`src/rtl/iex_pkg.sv`:
```
package iex_pkg;
  localparam int DATA_W = 16;
  localparam int IMM_W  = 8;
  localparam int OP_W   = 4;

  typedef enum logic [OP_W-1:0] {
    OP_ADD  = 4'd0,
    OP_AND  = 4'd1,
    OP_XOR  = 4'd2,
    OP_OR   = 4'd3,
    OP_NEG  = 4'd4,
    OP_LNOT = 4'd5,
    OP_ASR  = 4'd6,
    OP_LDI  = 4'd7,
    OP_SHI  = 4'd8
  } iex_op_e;
endpackage

```
`src/rtl/iex_arith.sv`:
```
module iex_arith #(
  parameter int DATA_W = 16
) (
  input  logic [DATA_W-1:0] src_s,
  input  logic [DATA_W-1:0] src_t,
  output logic [DATA_W-1:0] sum_o,
  output logic [DATA_W-1:0] neg_o,
  output logic [DATA_W-1:0] lnot_o
);
  // modular sum, carry discarded
  assign sum_o  = src_s + src_t;
  assign neg_o  = (~src_s) + {{(DATA_W-1){1'b0}}, 1'b1};
  assign lnot_o = {{(DATA_W-1){1'b0}}, ~(|src_s)};
endmodule

```
`src/rtl/iex_logic.sv`:
```
module iex_logic #(
  parameter int DATA_W = 16
) (
  input  logic [DATA_W-1:0] src_s,
  input  logic [DATA_W-1:0] src_t,
  output logic [DATA_W-1:0] and_o,
  output logic [DATA_W-1:0] xor_o,
  output logic [DATA_W-1:0] or_o
);
  for (genvar b = 0; b < DATA_W; b++) begin : g_bit
    assign and_o[b] = src_s[b] & src_t[b];
    assign xor_o[b] = src_s[b] ^ src_t[b];
    assign or_o[b]  = src_s[b] | src_t[b];
  end
endmodule

```
`src/rtl/iex_shift.sv`:
```
module iex_shift #(
  parameter int DATA_W = 16,
  parameter int IMM_W  = 8
) (
  input  logic [DATA_W-1:0] src_s,
  input  logic [DATA_W-1:0] src_t,
  input  logic [DATA_W-1:0] dst_old,
  input  logic [IMM_W-1:0]  imm8,
  output logic [DATA_W-1:0] asr_o,
  output logic [DATA_W-1:0] ldi_o,
  output logic [DATA_W-1:0] shi_o
);
  localparam int AMT_W = $clog2(DATA_W);
  localparam logic [AMT_W-1:0] AMT_MAX = AMT_W'(DATA_W-1);

  logic             amt_big;
  logic [AMT_W-1:0] amt;

  // any bit above the amount field saturates to a full sign fill
  assign amt_big = |src_t[DATA_W-1:AMT_W];
  assign amt     = amt_big ? AMT_MAX : src_t[AMT_W-1:0];
  assign asr_o   = DATA_W'($signed(src_s) >>> amt);

  assign ldi_o = {{(DATA_W-IMM_W){imm8[IMM_W-1]}}, imm8};
  assign shi_o = {dst_old[DATA_W-IMM_W-1:0], imm8};
endmodule

```
`src/rtl/int_exec_unit.sv`:
```
module int_exec_unit
  import iex_pkg::*;
(
  input  logic [OP_W-1:0]   op_sel,
  input  logic [DATA_W-1:0] src_s,
  input  logic [DATA_W-1:0] src_t,
  input  logic [DATA_W-1:0] dst_old,
  input  logic [IMM_W-1:0]  imm8,
  output logic [DATA_W-1:0] result,
  output logic              reg_wr
);
  logic [DATA_W-1:0] sum_w, neg_w, lnot_w;
  logic [DATA_W-1:0] and_w, xor_w, or_w;
  logic [DATA_W-1:0] asr_w, ldi_w, shi_w;

  iex_arith #(.DATA_W(DATA_W)) u_arith (
    .src_s  (src_s),
    .src_t  (src_t),
    .sum_o  (sum_w),
    .neg_o  (neg_w),
    .lnot_o (lnot_w)
  );

  iex_logic #(.DATA_W(DATA_W)) u_logic (
    .src_s (src_s),
    .src_t (src_t),
    .and_o (and_w),
    .xor_o (xor_w),
    .or_o  (or_w)
  );

  iex_shift #(.DATA_W(DATA_W), .IMM_W(IMM_W)) u_shift (
    .src_s   (src_s),
    .src_t   (src_t),
    .dst_old (dst_old),
    .imm8    (imm8),
    .asr_o   (asr_w),
    .ldi_o   (ldi_w),
    .shi_o   (shi_w)
  );

  always_comb begin
    result = '0;
    reg_wr = 1'b1;
    case (op_sel)
      OP_ADD:  result = sum_w;
      OP_AND:  result = and_w;
      OP_XOR:  result = xor_w;
      OP_OR:   result = or_w;
      OP_NEG:  result = neg_w;
      OP_LNOT: result = lnot_w;
      OP_ASR:  result = asr_w;
      OP_LDI:  result = ldi_w;
      OP_SHI:  result = shi_w;
      default: reg_wr = 1'b0;
    endcase
  end
endmodule

```
`config.mk`:
```
export PLATFORM = sky130hd
export DESIGN_NAME = int_exec_unit
export DESIGN_NICKNAME = d
export VERILOG_FILES = /design/src/rtl/iex_pkg.sv /design/src/rtl/iex_arith.sv /design/src/rtl/iex_logic.sv /design/src/rtl/iex_shift.sv /design/src/rtl/int_exec_unit.sv
export SDC_FILE = /design/constraint.sdc
export NUM_CORES = 1
export LEC_CHECK = 0
export BUFFER_PORTS_ARGS = -buffer_cell sky130_fd_sc_hd__buf_2
export CAP_MARGIN = 25
export CORE_MARGIN = 4
export CORE_UTILIZATION = 54
export DETAILED_ROUTE_END_ITERATION = 16
export PLACE_DENSITY = 0.81
export SYNTH_ARGS = -nofsm -noshare
export SYNTH_HDL_FRONTEND = slang
export SYNTH_HIERARCHICAL = 1
export SYNTH_SLANG_ARGS = --single-unit
```
`constraint.sdc`:
```
create_clock -name vclk -period 2.45
set_input_delay 0.245 -clock vclk [all_inputs]
set_output_delay 0.245 -clock vclk [all_outputs]
set_load 0.02 [all_outputs]
```
# After elaboration in Yosys (flattened, before gate mapping)

Cells that the tools add are included.

Input bits: 60
Output and inout bits: 17
Logic and storage cells: 68
Flip-flop bits (word level): 0

Shifts and indexed selects: 1
$add $sub $neg: 2
Equal/unequal tests: 8
Mux-type cells: 3
Reduce and logical (&&, ||, !) cells: 4
Bitwise operators: 50

Operator list:

| cell                                                                   | count |
|---|---|
| 16-bit case mux with 9 select lines                                    | 1 |
| 16-bit by 1-bit adder with 16-bit output (second input constant)       | 1 |
| 16-bit adder                                                           | 1 |
| 1-bit bitwise AND                                                      | 16 |
| 4-bit by 3-bit equality test with 1-bit output (second input constant) | 4 |
| 16-bit inverter                                                        | 1 |
| 1-bit OR                                                               | 16 |
| 16-bit OR reduction                                                    | 1 |
| 16-bit by 4-bit >>> shifter with 16-bit output                         | 1 |
| 1-bit XOR                                                              | 16 |
| 12-bit OR reduction                                                    | 1 |
| 9-bit OR reduction                                                     | 1 |
| 4-bit by 2-bit equality test with 1-bit output (second input constant) | 2 |
| 4-bit by 1-bit equality test with 1-bit output (second input constant) | 1 |
| 4-bit equality test (second input constant)                            | 1 |
| 4-bit zero test                                                        | 1 |
| 4-bit two-way mux                                                      | 1 |
| 1-bit two-way mux                                                      | 1 |
| 1-bit inverter                                                         | 1 |

# Longest topological paths before layout

Depth in word-level cells: 4
Gate-level depth with buffers: 11
Depth with buffers taken out: 11

# Hierarchy

The synthesis kept the hierarchy.

By module, submodules not included:

| module        | area each (um^2) | cells each | instances | seq. area each (um^2) |
|---|---|---|---|---|
| iex_shift     | 1330.0           | 187        | 1         | 0.0 |
| int_exec_unit | 1311.3           | 168        | 1         | 0.0 |
| iex_arith     | 1071.0           | 138        | 1         | 0.0 |
| iex_logic     | 580.6            | 80         | 1         | 0.0 |

# Worst setup path before layout

No wires, ideal clock.

Kind: input to output
Start: input src_t[15]
End: output result[1]
Stages: 10
Data arrival time: 2.659 ns
Data required time: 2.205 ns
Buffers on the path: 2
Setup slack: -0.454 ns
Cells stage by stage: or4_4 -> buf_6 -> nor4_4 -> buf_2 -> o221ai_1 -> and3_1 -> a211oi_1 -> a22o_1 -> a21oi_1 -> a32oi_1

Cells in the longest elaborated chain, start to end: 4

RTL lines:

| item                                           | line                | text |
|---|---|---|
| start, declared                                | int_exec_unit.sv:6  | `input logic [DATA_W-1:0] src_t,` |
| 12-bit OR reduction                            | iex_shift.sv:20     | `assign amt_big = \|src_t[DATA_W-1:AMT_W];` |
| 4-bit two-way mux                              | iex_shift.sv:21     | `assign amt = amt_big ? AMT_MAX : src_t[AMT_W-1:0];` |
| 16-bit by 4-bit >>> shifter with 16-bit output | iex_shift.sv:22     | `assign asr_o = DATA_W'($signed(src_s) >>> amt);` |
| via asr_w[1]                                   | int_exec_unit.sv:14 | `logic [DATA_W-1:0] asr_w, ldi_w, shi_w;` |
| 16-bit case mux with 9 select lines            | int_exec_unit.sv:45 | `case (op_sel)` |
| end, declared                                  | int_exec_unit.sv:9  | `output logic [DATA_W-1:0] result,` |

The timed path passes the listed nets, and every way through them passes these cells.

# Final worst setup path

Start: input src_t[14]
End: output result[14]

Same word-level chain as after synthesis.

==> metrics <==
# fillers 526; Final Cycle Share 132%; hold path cells 3; HP Class input port to output pin; area post-placement between 5000 and 6000 µm²; Final Setup Violations 16; Final Hold Fails 0; wire length on met3 between 1.5 and 2 mm; crit path cell chain buf_6 > or4_4 > buf_4 > buf_4 > nor4_4 > buf_4 > nor2_1 > a21oi_1 > mux2i_1 > o22ai_1 > o311a_1 > buf_6; Placement Rows 32; # IOs 77; vias in the first global route 5279; share of cells above drive strength 1 41.0%; Core ar. 7730 µm²; IO Port Bufs 69; Total GRT Usage 34.5%; total negative slack -9.77 ns; setup ws final -0.781 ns; adder and majority gate portion of the synthesized area 14.5%; ant diodes 0; Synth Area in Compound Gates between 30 and 40%; initial antenna violation count 0; TritonRoute pass-1 iters 8; Post-synth top cells 59 x inv_1, 52 x buf_4, 48 x ha_1; Synth area leaders ha_1 14%, mux2i_1 10%, buf_4 9.1%; WP buf/inv 5; CP startpoint kind input port; Final Power 1.10 mW; Max Cap Viol 0; Synth Area per Inst roughly 7.5 µm²; register area share after synthesis 0%; status complete, but fails checks; Cells after Synth between 500 and 600; top-count cell post-synth inv_1; residual DRC count 0; Die Span Y 97.2 µm; final hold slack 0.799 ns; Final min period 3.23 ns; critical-path maximum fanout 9; GRT Residual Overflow 0; slowest cell on the critical path or4_4; Peak VDD IR 0.000143 V; global-route wire length before repair approximately 27 mm; largest family of logic cells by synthesized area compound AO/OA/AOI/OAI gates; Starting Density 55.6%; Netlist cell types 79; Post-layout nets 818; Most Frequent Cell on Critical Path buf_4; final core occ 76.1%; vias per inst about 6.7; die width 97.2 µm; fmax 309 MHz; Critical Path Start src_t[14]; WL/cell between 20 and 25 µm; met1 wire length ~6.7 mm; Crit path max-delay family simple AND/OR/NAND/NOR gates; YS warnings 6; vias ~5400; Final GP Congestion about 1; worst slew pin tran 0.615 ns; metal2 WL 8.04 mm; Hold Path End result[9]; initial drt markers 856; number of cells after detailed placement 783; share of synthesized cell area in and, or, nand and nor gates between 10% and 20%; FFs & Latches 0; Synth top area share between 10 and 15%; hold_sp dst_old[1]; Critical Path End Type output pin; mux share of post-synthesis cell area 12.7%; Syn-to-layout area delta 37.1%; Slew HR 58.9%; Max Slew Vio Count 0; slowest cell delay on critical path 0.64 ns; Worst Path Arrival 2.99 ns; clock buffers 0; area leader, netlist ha_1; cell area after synthesis between 4000 and 5000 µm²; CP Class input port to output pin; pwr dens between 150 and 200 nW/µm²; RSZ-0062 raised after global routing yes; final WL 17.8 mm; XOR/XNOR Fraction of Synth Area under 10%; Leak 2.81 nW; sequential cell area 0 µm²; pre-CTS setup slack -0.747 ns; die area 9440 µm²; Worst Path Required around 2.2 ns; Max Used Layer met4; Final ANT Viol Nets 0; largest net degree at the start of global routing 31; hold buffers post-CTS 0; filler-free cell count of the finished design 809; final instance area 5880 µm²; failing checks negative setup slack; DP HPWL around 12 mm
[worst max path at each step]
stage                       to  cells after the start
detailed placement   result[4]                     13
CTS                 result[14]                     13
finish              result[14]                     12
global route        result[14]                     12
floorplan            result[1]                     10
global placement     result[4]                     13
[cell type report]
cell class / count / area (µm²) / area share (%)
inverter: 59 / 221 / 3.76
multi-input combinational: 445 / 3970 / 67.4
tap: 102 / 128 / 2.17
timing repair buffer: 203 / 1570 / 26.6
[power breakdown]
group / internal, mW / switching, mW
registers: 0 / 0
logic: 0.492 / 0.608
clock network: 0 / 0
total: 0.492 / 0.608
[metal layers]
layer | global-route usage [%] | vias to the layer above
li1 | - | 2340
met5 | 0 | -
met4 | 18.5 | 0
met2 | 56.5 | 432
met1 | 43.5 | 2541
met3 | 4.95 | 122
[cells in the final DEF (no fill, tap or decap), types with 3 or more instances in the layout]
master      n
a211o_1     6
a21o_1      6
a21oi_1    23
a21oi_2     9
a21oi_4     4
a22o_1     10
a22oi_1    12
a22oi_2     7
a31oi_4     4
a32o_1      5
a32oi_1     6
a32oi_2     3
and2_1      3
buf_2      47
buf_4     120
buf_6      32
conb_1     15
ha_1       46
inv_1      59
mux2i_1    42
mux4_2      3
nand2_1    24
nand2b_1   13
nand3_1     8
nor2_1     14
nor2b_1     9
nor3_1      9
nor3_2      5
nor4_4      5
o211ai_1    3
o21ai_0     8
o21ai_2     3
o221ai_1    5
o22ai_1    21
o311a_1     5
o32ai_1     3
or2_1       5
or4_4       4
xnor2_1    13
xor2_1     14
[kinds of logic (layout without fill, tap and decap cells)]
kind of cell               count (synthesis)  in the layout
adders and majority gates                 49             49
AOI/OAI and AO/OA                        175            175
buffers and inverters                    142            262
other                                      1             15
muxes                                     50             50
and+or+nand+nor                          129            129
xor gates and xnor gates                  27             27
[what timing repair did]
| action | 4_1_cts | 5_1_grt |
|---|---|---|
| setup endpoints to repair | 16 | 16 |
| pin swaps | 50 | 31 |
| gates resized for setup | 97 | 25 |
| cloned | 1 | 0 |
| setup buffers | 21 | 7 |
(Power assumes the default switching activity.)
